[src/rtl/adc_chain_pkg.sv]
// Shared types for the daisy-chain ADC readback master.
// Assumes nothing beyond IEEE 1800-2017.
package adc_chain_pkg;

    // Sequencer phases: idle, conversion wait, clock burst.
    typedef enum logic [1:0] {
        SEQ_IDLE = 2'd0,
        SEQ_CONV = 2'd1,
        SEQ_XFER = 2'd2
    } seq_state_t;

    localparam int RESULT_BITS = 18;
    localparam int STATUS_BITS = 6;

endpackage

[src/rtl/adc_sck_timer.sv]
// Serial clock generator: while run_i is high it toggles sck_o every
// SCK_HALF system cycles, starting low. It flags the edge that raises sck_o
// (rise_o) and the edge that lowers it (fall_o). When run_i is low, sck_o
// is held low. Assumes SCK_HALF >= 1.
module adc_sck_timer #(
    parameter int SCK_HALF = 2
) (
    input  logic clk,
    input  logic rst_n,
    input  logic run_i,
    output logic sck_o,
    output logic rise_o,
    output logic fall_o
);
    localparam int HCW = (SCK_HALF > 1) ? $clog2(SCK_HALF) : 1;
    localparam logic [HCW-1:0] HC_LAST = HCW'(SCK_HALF - 1);

    logic [HCW-1:0] half_cnt;
    logic           sck_q;
    logic           phase_end;

    // Marks the last system cycle of the current half period.
    assign phase_end = run_i && (half_cnt == HC_LAST);
    assign rise_o    = phase_end && !sck_q;
    assign fall_o    = phase_end && sck_q;
    assign sck_o     = sck_q;

    // Counts out half periods and toggles the clock at their end.
    always_ff @(posedge clk) begin
        if (!rst_n) begin
            half_cnt <= '0;
            sck_q    <= 1'b0;
        end else if (!run_i) begin
            half_cnt <= '0;
            sck_q    <= 1'b0;
        end else if (phase_end) begin
            half_cnt <= '0;
            sck_q    <= ~sck_q;
        end else begin
            half_cnt <= half_cnt + 1'b1;
        end
    end
endmodule

[src/rtl/adc_seq_ctrl.sv]
// Sequencer: accepts a start while idle, raises the convert line, waits
// CONV_CYC cycles, runs the serial clock for the number of bits that the
// status setting captured at start calls for, then drops the convert line
// and strobes valid. Assumes CONV_CYC >= 1.
module adc_seq_ctrl
    import adc_chain_pkg::*;
#(
    parameter int N_DEV    = 2,
    parameter int CONV_CYC = 40
) (
    input  logic clk,
    input  logic rst_n,
    input  logic start_i,
    input  logic status_en_i,
    input  logic fall_i,
    output logic run_o,
    output logic load_o,
    output logic capture_o,
    output logic stat_o,
    output logic cnv_o,
    output logic valid_o
);
    localparam int TOT_PLAIN = N_DEV * RESULT_BITS;
    localparam int TOT_STAT  = N_DEV * (RESULT_BITS + STATUS_BITS);
    localparam int BCW       = $clog2(TOT_STAT + 1);
    localparam int CCW       = $clog2(CONV_CYC + 1);

    seq_state_t     state_q;
    logic [CCW-1:0] conv_cnt;
    logic [BCW-1:0] bit_cnt;
    logic [BCW-1:0] last_idx;
    logic           stat_q;
    logic           cnv_q;
    logic           valid_q;
    logic           last_bit;

    // Index of the final bit, chosen by the status setting captured at start.
    assign last_idx  = stat_q ? BCW'(TOT_STAT - 1) : BCW'(TOT_PLAIN - 1);
    assign last_bit  = (bit_cnt == last_idx);
    assign run_o     = (state_q == SEQ_XFER);
    assign load_o    = (state_q == SEQ_IDLE) && start_i;
    assign capture_o = run_o && fall_i && last_bit;
    assign stat_o    = stat_q;
    assign cnv_o     = cnv_q;
    assign valid_o   = valid_q;

    // Phase sequencing, convert line and completion strobe.
    always_ff @(posedge clk) begin
        if (!rst_n) begin
            state_q  <= SEQ_IDLE;
            conv_cnt <= '0;
            bit_cnt  <= '0;
            stat_q   <= 1'b0;
            cnv_q    <= 1'b0;
            valid_q  <= 1'b0;
        end else begin
            valid_q <= 1'b0;
            case (state_q)
                SEQ_IDLE: begin
                    if (start_i) begin
                        state_q  <= SEQ_CONV;
                        cnv_q    <= 1'b1;
                        conv_cnt <= CCW'(CONV_CYC - 1);
                        stat_q   <= status_en_i;
                        bit_cnt  <= '0;
                    end
                end
                SEQ_CONV: begin
                    if (conv_cnt == '0) begin
                        state_q <= SEQ_XFER;
                    end else begin
                        conv_cnt <= conv_cnt - 1'b1;
                    end
                end
                SEQ_XFER: begin
                    if (fall_i) begin
                        if (last_bit) begin
                            state_q <= SEQ_IDLE;
                            cnv_q   <= 1'b0;
                            valid_q <= 1'b1;
                        end else begin
                            bit_cnt <= bit_cnt + 1'b1;
                        end
                    end
                end
                default: begin
                    state_q <= SEQ_IDLE;
                    cnv_q   <= 1'b0;
                end
            endcase
        end
    end
endmodule

[src/rtl/adc_frame_shifter.sv]
// Stream collector: shifts sdo_i in on each raising sck edge, MSB first,
// then on capture splits the stream into one WORD_W slot per converter,
// nearest converter in slot 0. Assumes exactly the burst's bit count is
// shifted in between load and capture.
module adc_frame_shifter
    import adc_chain_pkg::*;
#(
    parameter int N_DEV = 2
) (
    input  logic                                       clk,
    input  logic                                       rst_n,
    input  logic                                       load_i,
    input  logic                                       rise_i,
    input  logic                                       capture_i,
    input  logic                                       stat_i,
    input  logic                                       sdo_i,
    output logic [N_DEV*(RESULT_BITS+STATUS_BITS)-1:0] words_o
);
    localparam int WORD_W = RESULT_BITS + STATUS_BITS;
    localparam int SHW    = N_DEV * WORD_W;

    logic [SHW-1:0] shreg;
    logic [SHW-1:0] slots_n;
    logic [SHW-1:0] words_q;

    // Slot k takes the k-th frame of the stream, counted from the earliest.
    for (genvar k = 0; k < N_DEV; k++) begin : g_slot
        assign slots_n[k*WORD_W +: WORD_W] = stat_i
            ? shreg[(N_DEV-1-k)*WORD_W +: WORD_W]
            : {{STATUS_BITS{1'b0}}, shreg[(N_DEV-1-k)*RESULT_BITS +: RESULT_BITS]};
    end

    // Serial capture of the chain output.
    always_ff @(posedge clk) begin
        if (!rst_n || load_i) begin
            shreg <= '0;
        end else if (rise_i) begin
            shreg <= {shreg[SHW-2:0], sdo_i};
        end
    end

    // Holds the unpacked words from one completion to the next.
    always_ff @(posedge clk) begin
        if (!rst_n) begin
            words_q <= '0;
        end else if (capture_i) begin
            words_q <= slots_n;
        end
    end

    assign words_o = words_q;
endmodule

[src/rtl/adc_chain_reader.sv]
// Top level of the daisy-chain ADC readback master. It ties together the
// sequencer, serial clock generator and stream collector. Assumes the
// converters are set up for chained readout and that status_en_i matches
// their status-word setting.
module adc_chain_reader #(
    parameter int N_DEV    = 2,
    parameter int CONV_CYC = 40,
    parameter int SCK_HALF = 2
) (
    input  logic            clk,
    input  logic            rst_n,
    input  logic            start_i,
    input  logic            status_en_i,
    input  logic            sdo_i,
    output logic            cnv_o,
    output logic            sck_o,
    output logic            valid_o,
    output logic [N_DEV*24-1:0] words_o
);
    logic run;
    logic load;
    logic capture;
    logic stat;
    logic rise;
    logic fall;

    adc_seq_ctrl #(
        .N_DEV   (N_DEV),
        .CONV_CYC(CONV_CYC)
    ) seq_i (
        .clk        (clk),
        .rst_n      (rst_n),
        .start_i    (start_i),
        .status_en_i(status_en_i),
        .fall_i     (fall),
        .run_o      (run),
        .load_o     (load),
        .capture_o  (capture),
        .stat_o     (stat),
        .cnv_o      (cnv_o),
        .valid_o    (valid_o)
    );

    adc_sck_timer #(
        .SCK_HALF(SCK_HALF)
    ) sck_i (
        .clk   (clk),
        .rst_n (rst_n),
        .run_i (run),
        .sck_o (sck_o),
        .rise_o(rise),
        .fall_o(fall)
    );

    adc_frame_shifter #(
        .N_DEV(N_DEV)
    ) shf_i (
        .clk      (clk),
        .rst_n    (rst_n),
        .load_i   (load),
        .rise_i   (rise),
        .capture_i(capture),
        .stat_i   (stat),
        .sdo_i    (sdo_i),
        .words_o  (words_o)
    );
endmodule

[config.mk]
export PLATFORM = sky130hd
export DESIGN_NAME = adc_chain_reader
export DESIGN_NICKNAME = d
export VERILOG_FILES = /design/src/rtl/adc_chain_pkg.sv /design/src/rtl/adc_sck_timer.sv /design/src/rtl/adc_seq_ctrl.sv /design/src/rtl/adc_frame_shifter.sv /design/src/rtl/adc_chain_reader.sv
export SDC_FILE = /design/constraint.sdc
export NUM_CORES = 1
export LEC_CHECK = 0
export ABC_AREA = 1
export BUFFER_PORTS_ARGS = -buffer_cell sky130_fd_sc_hd__buf_2
export CAP_MARGIN = 20
export CORE_AREA = 2 2 100 102
export DETAILED_ROUTE_END_ITERATION = 8
export DIE_AREA = 0 0 102 104
export GPL_ROUTABILITY_DRIVEN = 0
export PLACE_DENSITY = 0.69
export RECOVER_POWER = 100
export REMOVE_ABC_BUFFERS = 1
export SYNTH_ARGS = -nofsm -noshare
export SYNTH_HDL_FRONTEND = slang
export SYNTH_SLANG_ARGS = --single-unit
[constraint.sdc]
create_clock -name clk -period 2.9 [get_ports clk]
set_clock_uncertainty 0.2 [all_clocks]
set_input_delay 0.145 -clock clk [delete_from_list [all_inputs] [get_ports clk]]
set_output_delay 0.145 -clock clk [all_outputs]
set_load 0.05 [all_outputs]
# [Word level (Yosys, flattened, before mapping)]
# Cells that the tools add are included.
[classes] addsub=3 n_eq_ne=9 n_mux=20 bitwise=4 reduce_logical=21
[op_table] operator="24-bit two-way mux" n=2
[op_table] operator="6-bit two-way mux" n=5
[op_table] operator="6-bit case mux with 2 select lines" n=2
[op_table] operator="4-bit AND reduction" n=3
[op_table] operator="2-bit inequality test (second input constant)" n=5
[op_table] operator="2-bit two-way mux" n=4
[op_table] operator="6-bit by 1-bit adder with 6-bit output (second input constant)" n=1
[op_table] operator="6-bit == test" n=1
[op_table] operator="1-bit logical AND" n=6
[op_table] operator="6-bit logical NOT" n=1
[op_table] operator="2-bit case mux with 3 select lines" n=1
[op_table] operator="3-bit AND reduction" n=2
[op_table] operator="6-bit by 1-bit subtractor with 6-bit output (second input constant)" n=1
[op_table] operator="1-bit two-way mux" n=4
[op_table] operator="4-bit two-way mux" n=1
[op_table] operator="1-bit inverter" n=4
[op_table] operator="2-bit AND reduction" n=2
[op_table] operator="2-bit nonzero test" n=2
[op_table] operator="1-bit case mux with 3 select lines" n=1
[op_table] operator="3-bit OR reduction" n=1
[op_table] operator="2-bit by 1-bit == test with 1-bit output (second input constant)" n=1
[op_table] operator="2-bit == test (second input constant)" n=1
[op_table] operator="1-bit logical NOT" n=2
[op_table] operator="2-bit logical NOT" n=1
[op_table] operator="other kinds (3)" n=3
[word_totals] reg_bits=115 input_bits=5 output_inout_bits=51 elab_cells=67

# [Depth between registers and ports, before layout]
# Gate-level depths: netlist of the first run.
[logic_depth] ltp_word=5 mapped_depth=9

# [Cells and area by module]
# Synthesis of the first run repeated with hierarchy kept, for this count alone.
[hier_totals] cells_unflattened=655 area_unflattened_um2=4754.6
[by_module_without_submodules] mod="adc_frame_shifter" n_inst=1 cells_per_inst=494 area_each_um2=3667.3
[by_module_without_submodules] mod="adc_seq_ctrl" n_inst=1 cells_per_inst=148 area_each_um2=993.5
[by_module_without_submodules] mod="adc_sck_timer" n_inst=1 cells_per_inst=13 area_each_um2=93.8

# [Least setup slack after synthesis of the first run]
# OpenSTA, ideal clock, no wires.
[synth_timing] path_type="register to register" from="register sck_i.sck_q (netlist: sck_i.sck_o)" to="register shf_i.words_q[39] (netlist: shf_i.words_o[39])" setup_time_ns=0.070 arrival_time_ns=1.539 path_slack_ns=1.091 stages_incl_launch_ff=7 synth_period_minus_slack_ns=1.809 cell_sequence="dfxtp_1 inv_2 nor3_2 nand3_2 buf_4 buf_6 a21oi_1"
[synth_via] elab_chain_cells=3
[synth_rtl] item="start, declared" line="adc_sck_timer.sv:19" source="logic sck_q;"
[synth_rtl] item="start signal, assigned" line="adc_sck_timer.sv:38" source="sck_q <= ~sck_q;"
[synth_rtl] item="1-bit logical AND" line="adc_sck_timer.sv:25" source="assign fall_o = phase_end && sck_q;"
[synth_rtl] item="1-bit logical AND (2 in series)" line="adc_seq_ctrl.sv:42" source="assign capture_o = run_o && fall_i && last_bit;"
[synth_rtl] item="end signal, assigned" line="adc_frame_shifter.sv:47" source="words_q <= slots_n;"
[synth_rtl] item="end, declared" line="adc_frame_shifter.sv:24" source="logic [SHW-1:0] words_q;"
# Every way passes these cells.
# A chain may end at the register's enable or synchronous reset.

# [Worst setup path in the final report of the first run]
[layout_timing] from="register seq_i.state_q[1]" to="register seq_i.stat_q (netlist: seq_i.stat_o)"
[layout_via] elab_chain_cells=2
[layout_rtl] item="start, declared" line="adc_seq_ctrl.sv:28" source="seq_state_t state_q;"
[layout_rtl] item="start signal, assigned" line="adc_seq_ctrl.sv:50" source="state_q <= SEQ_IDLE;"
[layout_rtl] item="start signal, assigned" line="adc_seq_ctrl.sv:61" source="state_q <= SEQ_CONV;"
[layout_rtl] item="start signal, assigned" line="adc_seq_ctrl.sv:70" source="state_q <= SEQ_XFER;"
[layout_rtl] item="2-bit logical NOT" line="adc_seq_ctrl.sv:58" source="case (state_q)"
[layout_rtl] item="2-bit AND reduction (no source line)"
[layout_rtl] item="end signal, assigned" line="adc_seq_ctrl.sv:64" source="stat_q <= status_en_i;"
[layout_rtl] item="end, declared" line="adc_seq_ctrl.sv:32" source="logic stat_q;"
# Every way passes these cells.

==> metrics.csv, run 1 <==
metric,value,unit
TritonCTS clock tree,done,
Power Dens Cells,717,nW/um^2
die area,10600,um^2
Crit Path Class,flip-flop to flip-flop,
Synth cell types,23,
global-route wire length before repair,16.7,mm
Worst Hold Path EP,shf_i.shreg[0],
share of cells above drive strength 1,0.0667,
most frequent cell after synthesis,dfxtp_1,
die width,102,um
CP max FO,5,
Port Buffer Count,55,
Yosys warnings,0,
dpl ws,0.843,ns
worst path arrival time,2.71,ns
Mapped Cells,641,
Worst-Skew Late Latency,0.51,ns
maxcap violations,0,
via count,4094,
synth top area cells,"dfxtp_1, nor2_1, o21ai_0, nand2_1, a21oi_1",
RSZ-0062 raised after global routing,false,
hold_sp,sdo_i,
CP Capture Type,flip-flop,
Clock Sinks,115,
post-synth top area cell,dfxtp_1,
Final Hold Fails,0,
R2R Path Start,seq_i.state_q[1],
CTS buffer count,17,
setup total negative slack,0,ns
Die Height,104,um
vias per cell,4.89,
worst vdd rail ir drop,0.380,mV
Syn Std Cell Area,4620,um^2
initial antenna violation count,0,
Hold Path Class,input port to flip-flop,
GRT Total Usage,0.195,
post-synthesis sequential area ratio,0.498,
"Setup violations, final",0,
largest net degree at the start of global routing,61,
worst setup path start,seq_i.state_q[1],
fin util,0.580,
Post-Route WL,9.69,mm
flip-flop and latch count after synthesis,115,
Rel. slew slack,0.344,
wire per inst,11.6,um
dominant synthesized flop cell,dfxtp_1,
number of remaining DRC errors,0,
R2R cell count,6,
Final Slew Violations,0,
run status,"finished, final reports clean",
drt first pass iters,5,
dpl hpwl,5.84,mm
top cells by instance count after synthesis,"dfxtp_1, nor2_1, nand2_1",
clock tree buffer depth,2,
Clock transition at path regs,0.05,ns
row count,36,
root buf cell,clkbuf_8,
Post-CTS Setup Inserts,0,
Iteration-0 DRC Markers,201,
total power,3.97,mW
hold_ws,0.221,ns
NumNets Final,701,
P_leak,2.14,nW
CTS H-tree depth,4,
Layout area overhead,19.9,%
number of synthesized flops with an enable pin,0,
"Avg Cell Area, Syn",7.21,um^2
Worst Max-Slew Pin Slew,0.984,ns
Tmin final,2.52,ns
r2r endpoint,seq_i.stat_o,
core area,9550,um^2
fmax,396,MHz
Final ANT Viol Nets,0,
Tcrit/Tclk final,0.870,
ys async rst share,0,
Initial Util,0.484,
IO Count,56,
CP startpoint kind,flip-flop,
total grt overflow,0,
# diodes,0,
r2r setup slk,0.38,ns
WHS Path Cells,4,
CP required,3.09,ns
Synth top area share,0.498,
Final WS setup,0.377,ns
vias in the first global route,3775,
[worst max-delay path by stage]
stage | cells after the start | to | slack [ns]
after floorplan | 5 | shf_i.words_o[10] | 0.11
after global placement | 8 | shf_i.words_o[21] | 0.95
final | 6 | seq_i.stat_o | 0.38
after CTS | 6 | seq_i.stat_o | 0.41
after global routing | 7 | shf_i.words_o[41] | 0.18
after detailed placement | 7 | shf_i.words_o[28] | 0.84
[report_power, final]
part / total [mW] / leakage [nW] / switching, mW / internal (mW)
sequential: 1.63 / 0.928 / 0.0210 / 1.60
combinational: 0.272 / 0.924 / 0.184 / 0.0879
clock: 2.08 / 0.289 / 0.688 / 1.39
[cell usage in the layout, fill, tap and decap left out, types with 2 or more instances in the layout]
cell type / count
buf_4: 4
dlygate4sd3_1: 7
o21ai_1: 2
nand3_1: 14
inv_2: 3
clkbuf_1: 52
dfxtp_1: 115
clkinv_2: 3
buf_2: 4
nor3_1: 13
clkbuf_16: 16
o21ai_0: 85
clkbuf_2: 2
clkinvlp_4: 3
xor2_1: 4
inv_1: 76
clkbuf_8: 5
nor2_1: 114
ha_1: 3
a21oi_1: 62
nand4_1: 5
nand2_1: 104
bufinv_16: 3
[stage by stage]
stage | std cells | area (um^2)
3_3_place_gp | 800 | 4950
3_5_place_dp | 800 | 4950
6_report | 838 | 5540
5_1_grt | 838 | 5540
2_1_floorplan | 605 | 4440
4_1_cts | 838 | 5620
[state kept, by name (all words and copies together), names as in the netlist]
register,cells
seq_i.bit_cnt,6
seq_i.conv_cnt,6
seq_i.valid_o,1
sck_i.half_cnt,1
seq_i.state_q,2
sck_i.sck_o,1
shf_i.shreg,48
seq_i.cnv_o,1
shf_i.words_o,48
seq_i.stat_o,1
[cell families after synthesis]
family | share of synthesized area
flops | 0.498
xor+xnor | 0.00758
compound gates | 0.164
simple gates | 0.218
fa+ha+maj | 0.00812
buf+inv | 0.104
[layout make-up]
type | count | area, um^2
Clock buffer | 22 | 473
Sequential cell | 115 | 2300
Timing Repair Buffer | 69 | 329
Multi-Input combinational cell | 410 | 1840
Tap cell | 133 | 166
Clock inverter | 9 | 128
Inverter | 80 | 300
Fill cell | 951 | 4010
[worst max-delay path, stage by stage (launching register included)]
cell and delay, ns:
dfxtp_1 0.33, nor2_1 0.27, nand2_1 0.21, o21ai_0 0.19
dlygate4sd3_1 0.57, a21oi_1 0.05, dlygate4sd3_1 0.60
[layer usage]
layer	routed length (um)	global-route usage	vias up
met5	0	0	-
met3	554	0.0659	13
met4	121	0.0695	0
li1	-	-	2127
met2	4640	0.318	103
met1	4370	0.237	1851
[what timing repair did]
item,in CTS,in global routing
gates resized for setup,0,0
hold buffers,7,0
hold endpoints to repair,25,0
No activity file was read; power rests on OpenSTA's default activity.
==> run 2: changes to the inputs <==
--- a/config.mk
+++ b/config.mk
@@ -5,12 +5,11 @@
 export SDC_FILE = /design/constraint.sdc
 export NUM_CORES = 1
 export LEC_CHECK = 0
-export ABC_AREA = 1
 export BUFFER_PORTS_ARGS = -buffer_cell sky130_fd_sc_hd__buf_2
 export CAP_MARGIN = 20
-export CORE_AREA = 2 2 100 102
+export CORE_AREA = 2 2 97 99
 export DETAILED_ROUTE_END_ITERATION = 8
-export DIE_AREA = 0 0 102 104
+export DIE_AREA = 0 0 99 101
 export GPL_ROUTABILITY_DRIVEN = 0
 export PLACE_DENSITY = 0.69
 export RECOVER_POWER = 100
==> metrics.csv, run 2 <==
metric,value,unit,change
Synth top area share,0.524,,+0.0264
r2r endpoint,seq_i.conv_cnt[5],,
Worst-Skew Late Latency,0.52,ns,about the same
simple-gate share of the synthesized area,0.220,,+0.00187
fmax,364,MHz,-8.1%
post-synth top area cell,dfxtp_1,,
CP max FO,7,,+2
CTS H-tree depth,4,,unchanged
run status,"finished, final reports clean",,
Tmin final,2.74,ns,+0.222 ns
Yosys warnings,0,,unchanged
Mapped Cells,520,,-19%
Clock transition at path regs,0.06,ns,about the same
root buf cell,clkbuf_8,,
wire per inst,13.7,um,+19%
total grt overflow,0,,unchanged
main combinational cell family by area after synthesis,simple AND/OR/NAND/NOR gates,,
fin area,5320,um^2,-4.0%
most frequent cells in the layout,"nand2_1, dfxtp_1, a21oi_1, clkbuf_1, o21ai_0",,
Initial Util,0.489,,+0.00491
CP startpoint kind,flip-flop,,
# fillers,795,,-16%
GRT Total Usage,0.198,,+0.00340
vias in the first global route,3366,,-11%
worst path arrival time,2.94,ns,+0.23 ns
Resized Gates After CTS,0,,unchanged
Final WS setup,0.155,ns,-0.222 ns
# diodes,0,,unchanged
post-synthesis sequential area ratio,0.524,,+0.0264
Crit Path Class,flip-flop to flip-flop,,
worst setup path start,seq_i.state_q[0],,
Synth cell types,38,,+65%
fin util,0.593,,+0.0124
TritonCTS clock tree,done,,
worst setup path endpoint,seq_i.conv_cnt[5],,
"most common cell after layout, fill and taps aside",nand2_1,,
Post-DP Area,4720,um^2,-4.5%
maxcap violations,0,,unchanged
Post-Synth XOR/XNOR Area,0.00598,,-0.00159
Rel. slew slack,0.332,,-0.0115
Adder-Cell Fraction of Synth Area,0.00855,,+0.000430
RSZ-0062 raised after global routing,false,,
"Setup violations, final",0,,unchanged
IO Count,56,,unchanged
total power,4.01,mW,+0.93%
Worst Max-Slew Pin Slew,1.00,ns,+0.0173 ns
R2R Path Start,seq_i.state_q[0],,
flip-flop and latch count after synthesis,115,,unchanged
Hold Path Class,input port to flip-flop,,
CP required,3.10,ns,about the same
number of remaining DRC errors,0,,unchanged
Final Hold Fails,0,,unchanged
dpl ws,0.597,ns,-0.246 ns
initial antenna violation count,0,,unchanged
die width,99,um,-2.9%
share of cells above drive strength 1,0.0828,,+0.0161
most frequent cell after synthesis,nand2_1,,
ys async rst share,0,,unchanged
mux contribution to synthesized area,0.0482,,+0.0482
Port Buffer Count,55,,unchanged
"Avg Cell Area, Syn",8.44,um^2,+17%
Layout area overhead,21.2,%,
Final ANT Viol Nets,0,,unchanged
top cells by instance count after synthesis,"nand2_1, dfxtp_1, a21oi_1",,
Die Height,101,um,-2.9%
Synth Area in Compound Gates,0.152,,-0.0118
die area,10000,um^2,-5.7%
Reg area,2300,um^2,unchanged
clock tree buffer depth,2,,unchanged
hold_ws,0.0115,ns,-0.210 ns
dominant synthesized flop cell,dfxtp_1,,
drt first pass iters,5,,unchanged
vias per cell,5.35,,+9.5%
Tcrit/Tclk final,0.946,,+0.0766
P_leak,1.71,nW,-20%
row count,35,,-2.8%
Clock Sinks,115,,unchanged
largest net degree at the start of global routing,100,,+64%
synth top area cells,"dfxtp_1, nand2_1, a21oi_1, mux2i_1, o21ai_0",,
Power Dens Cells,754,nW/um^2,+5.1%
Post-Route WL,9.48,mm,-2.1%
area of the multi-input gates,1900,um^2,+3.1%
core area,8980,um^2,-6.0%
via count,3695,,-9.7%
worst vdd rail ir drop,0.436,mV,+15%
CTS buffer count,17,,unchanged
R2R cell count,5,,-1
r2r setup slk,0.16,ns,-0.22 ns
dpl hpwl,5.64,mm,-3.5%
NumNets Final,575,,-18%
global-route wire length before repair,16.0,mm,-4.2%
Iteration-0 DRC Markers,192,,-4.5%
number of synthesized flops with an enable pin,0,,unchanged
Final Slew Violations,0,,unchanged
Syn Std Cell Area,4390,um^2,-5.0%
CP Capture Type,flip-flop,,
-- run 2: repair_timing --
item / 4_1_cts / 5_1_grt
hold endpoints to repair: 8 / 0
endpoints found under the setup margin: 0 / 0
hold buffers: 4 / 0
setup buffers: 0 / 0
-- run 2: worst min-delay path by stage --
stage | startpoint | end | slack (ns) | cells past startpoint
final | start_i | seq_i.state_q[0] | 0.01 | 5
after global routing | start_i | seq_i.cnv_o | 0.08 | 5
after floorplan | rst_n | seq_i.conv_cnt[5] | 0.06 | 1
after global placement | sdo_i | shf_i.shreg[0] | 0.19 | 3
after CTS | start_i | seq_i.state_q[0] | 0.0009 | 5
after detailed placement | sdo_i | shf_i.shreg[0] | 0.19 | 3
-- run 2: per-layer routing --
layer	up-vias	track usage	part of all wire
met5	-	0	0
met2	80	0.315	0.48
met4	0	0.0969	0.019
li1	1890	-	-
met1	1705	0.255	0.46
met3	20	0.0465	0.042
-- run 2: per-stage QoR --
step | std cells | TNS [ns]
after detailed placement | 655 | 0
after global routing | 691 | 0
after floorplan | 481 | -48.41
final | 691 | 0
after global placement | 655 | 0
after CTS | 691 | 0
-- run 2: area by class of cell --
type | count | share of cell area
sequential | 115 | 0.433
multi-input combinational | 363 | 0.357
clock buffer | 19 | 0.0830
timing repair buffer | 67 | 0.0621
clock inverter | 13 | 0.0372
tap | 111 | 0.0261
inverter | 3 | 0.00212
-- run 2: critical path, stage by stage, from the launching register on --
cell,delay [ns]
dfxtp_1,0.47
or4b_2,0.65
nor4_1,0.22
mux2_1,0.36
o21a_1,0.17
dlygate4sd3_1,0.56
-- run 2: power by group --
| group | internal (mW) | leakage [nW] | switching, mW | total [mW] |
|---|---|---|---|---|
| Combinational | 0.0623 | 0.474 | 0.111 | 0.173 |
| Clock | 1.46 | 0.304 | 0.766 | 2.22 |
| Sequential | 1.60 | 0.928 | 0.0180 | 1.62 |
| Total | 3.12 | 1.71 | 0.894 | 4.01 |
-- run 2: cells by family (layout without fill, tap and decap cells) --
kind of cell             Yosys count  count (layout)
AO/OA/AOI/OAI                    117             117
XOR/XNOR                           3               3
adder cells (fa/ha/maj)            3               3
buffers and inverters             42             102
flip-flops                       115             115
multiplexers                      21              21
AND/OR/NAND/NOR                  219             219
==> run 3: changes to the inputs <==
--- a/config.mk
+++ b/config.mk
@@ -8,6 +8,7 @@
 export BUFFER_PORTS_ARGS = -buffer_cell sky130_fd_sc_hd__buf_2
 export CAP_MARGIN = 20
 export CORE_AREA = 2 2 97 99
+export CTS_BUF_LIST = sky130_fd_sc_hd__clkbuf_16
 export DETAILED_ROUTE_END_ITERATION = 8
 export DIE_AREA = 0 0 99 101
 export GPL_ROUTABILITY_DRIVEN = 0
==> metrics.csv, run 3 (synthesis gave the netlist of run 2 again) <==
metric,value,unit,change
global-route wire length before repair,15.9,mm,-0.26%
fin util,0.591,,-0.00195
Tmin final,2.47,ns,-0.274 ns
wire per inst,13.6,um,-0.89%
clock tree buffer depth,2,,unchanged
"Setup violations, final",0,,unchanged
row count,35,,unchanged
power share of the combinational group,0.043,,about the same
# fillers,799,,+0.50%
Final Slew Violations,0,,unchanged
CP Capture Type,flip-flop,,
Initial Util,0.489,,unchanged
NetSw,882,uW,-1.4%
most frequent cells in the layout,"nand2_1, dfxtp_1, a21oi_1, clkbuf_1, o21ai_0",,
final std cells w/o fill,690,,-0.14%
die width,99,um,unchanged
worst vdd rail ir drop,0.431,mV,-1.2%
number of remaining DRC errors,0,,unchanged
Worst Max-Slew Pin Slew,1.01,ns,+0.00869 ns
Crit Path Class,input port to flip-flop,,
share of cells above drive strength 1,0.0812,,-0.00158
Worst-Skew Late Latency,0.40,ns,-0.12 ns
Tcrit/Tclk final,0.852,,-0.0944
Reg area,2300,um^2,unchanged
vias in the first global route,3373,,+0.21%
Post-Route WL,9.39,mm,-1.0%
Layout area overhead,20.8,%,
# diodes,0,,unchanged
Port Buffer Count,55,,unchanged
"most common cell after layout, fill and taps aside",nand2_1,,
Die Height,101,um,unchanged
CP max stage cell,clkbuf_2,,
CP top delay family,buffers and inverters,,
Final Hold Fails,0,,unchanged
CTS buffer count,17,,unchanged
maxcap violations,0,,unchanged
Final ANT Viol Nets,0,,unchanged
root buf cell,clkbuf_16,,
die area,10000,um^2,unchanged
NumNets Final,574,,-0.17%
CP max FO,54,,+47
area of the multi-input gates,1900,um^2,unchanged
run status,"finished, final reports clean",,
sequential power share,0.405,,+0.002
P_leak,1.70,nW,-0.52%
Rel. slew slack,0.327,,-0.00580
Iteration-0 DRC Markers,224,,+17%
CP required,3.03,ns,-0.07 ns
RSZ-0062 raised after global routing,false,,
CP max stage delay,0.83,ns,+0.18 ns
CP bufs+invs,3,,+2
core area,8980,um^2,unchanged
largest net degree at the start of global routing,100,,unchanged
drt first pass iters,4,,-1
dpl hpwl,5.64,mm,unchanged
GRT Total Usage,0.198,,-0.000588
Clock Sinks,115,,unchanged
Internal Power,3.10,mW,-0.39%
CP startpoint kind,input port,,
total grt overflow,0,,unchanged
CTS H-tree depth,4,,unchanged
clock network power share,0.552,,-0.002
Hold Path Class,input port to flip-flop,,
TritonCTS clock tree,done,,
crit path cell chain,dlygate4sd3_1 > buf_2 > clkbuf_2 > nand2_1 > or4_1 > o21ai_0,,
total power,3.99,mW,-0.62%
initial antenna violation count,0,,unchanged
fmax,405,MHz,+11%
vias per cell,5.34,,-0.18%
Power Dens Cells,752,nW/um^2,-0.29%
IO Count,56,,unchanged
via count,3683,,-0.32%
Sw Share,0.221,,-0.00182
worst path arrival time,2.60,ns,-0.34 ns
placed cells,655,,unchanged
Clock transition at path regs,0.05,ns,about the same
## run 3: cell count changes in the layout (fill, tap and decap cells not counted)
cell	change
clkinv_1	+2
clkbuf_8	-3
dlygate4sd3_1	-1
clkbuf_1	-1
clkbuf_16	+1
buf_2	+1
## run 3: power groups by stage
stage                     clock network (mW)  registers, mW  logic, mW
final                                   2.20           1.62      0.170
after global routing                    2.30           1.62      0.189
after CTS                               2.24           1.62      0.173
after detailed placement                   0           1.65      0.170
after global placement                     0           1.65      0.164
after floorplan                            0           1.66     0.0953
## run 3: final timing paths
path                           from                 to  slack (ns)  depth (start not counted)
setup / recovery              rst_n   seq_i.bit_cnt[0]        0.43                          6
hold / removal              start_i  seq_i.conv_cnt[5]        0.10                          4
setup reg to reg       seq_i.stat_o  shf_i.words_o[11]        0.55                          6
hold reg to reg   shf_i.words_o[39]  shf_i.words_o[39]        0.25                          2
## run 3: metrics by stage
step | setup TNS [ns] | worst slack (ns) | instance area [um^2] | hold WS, ns
6_report | 0 | 0.429 | 5300 | 0.105
5_1_grt | 0 | 0.280 | 5300 | 0.130
4_1_cts | 0 | 0.580 | 5390 | 0.0963
3_5_place_dp | 0 | 0.597 | 4720 | 0.195
3_3_place_gp | 0 | 0.745 | 4720 | 0.192
2_1_floorplan | -48.41 | -0.976 | 4220 | 0.0625
## run 3: tightest hold or removal path: cells and delay by family
| kind | cells | cell delay, ns |
|---|---|---|
| buffers and inverters | 2 | 0.25 |
| and+or+nand+nor | 1 | 0.16 |
| AOI/OAI and AO/OA | 1 | 0.12 |
## run 3: area by class of cell
cell class,count,share of cell area
clock buffer,17,0.0802
clock inverter,15,0.0387
inverter,3,0.00212
multi-input combinational,363,0.358
sequential,115,0.434
tap,111,0.0262
timing repair buffer,66,0.0606
## run 3: routing by layer
metal  track usage  routed length (um)  share of wire  up-vias
met4        0.0969                 133          0.014        0
met2         0.315                4510           0.48       87
met3        0.0465                 504          0.054       14
met1         0.253                4240           0.45     1693
met5             0                   0              0        -
li1              -                   -              -     1889
## run 3: what timing repair did
action                                 CTS  global route
endpoints found under the hold margin    8             0
gates resized for setup                  0             0
hold buffers                             3             0
buffers inserted                         0             0
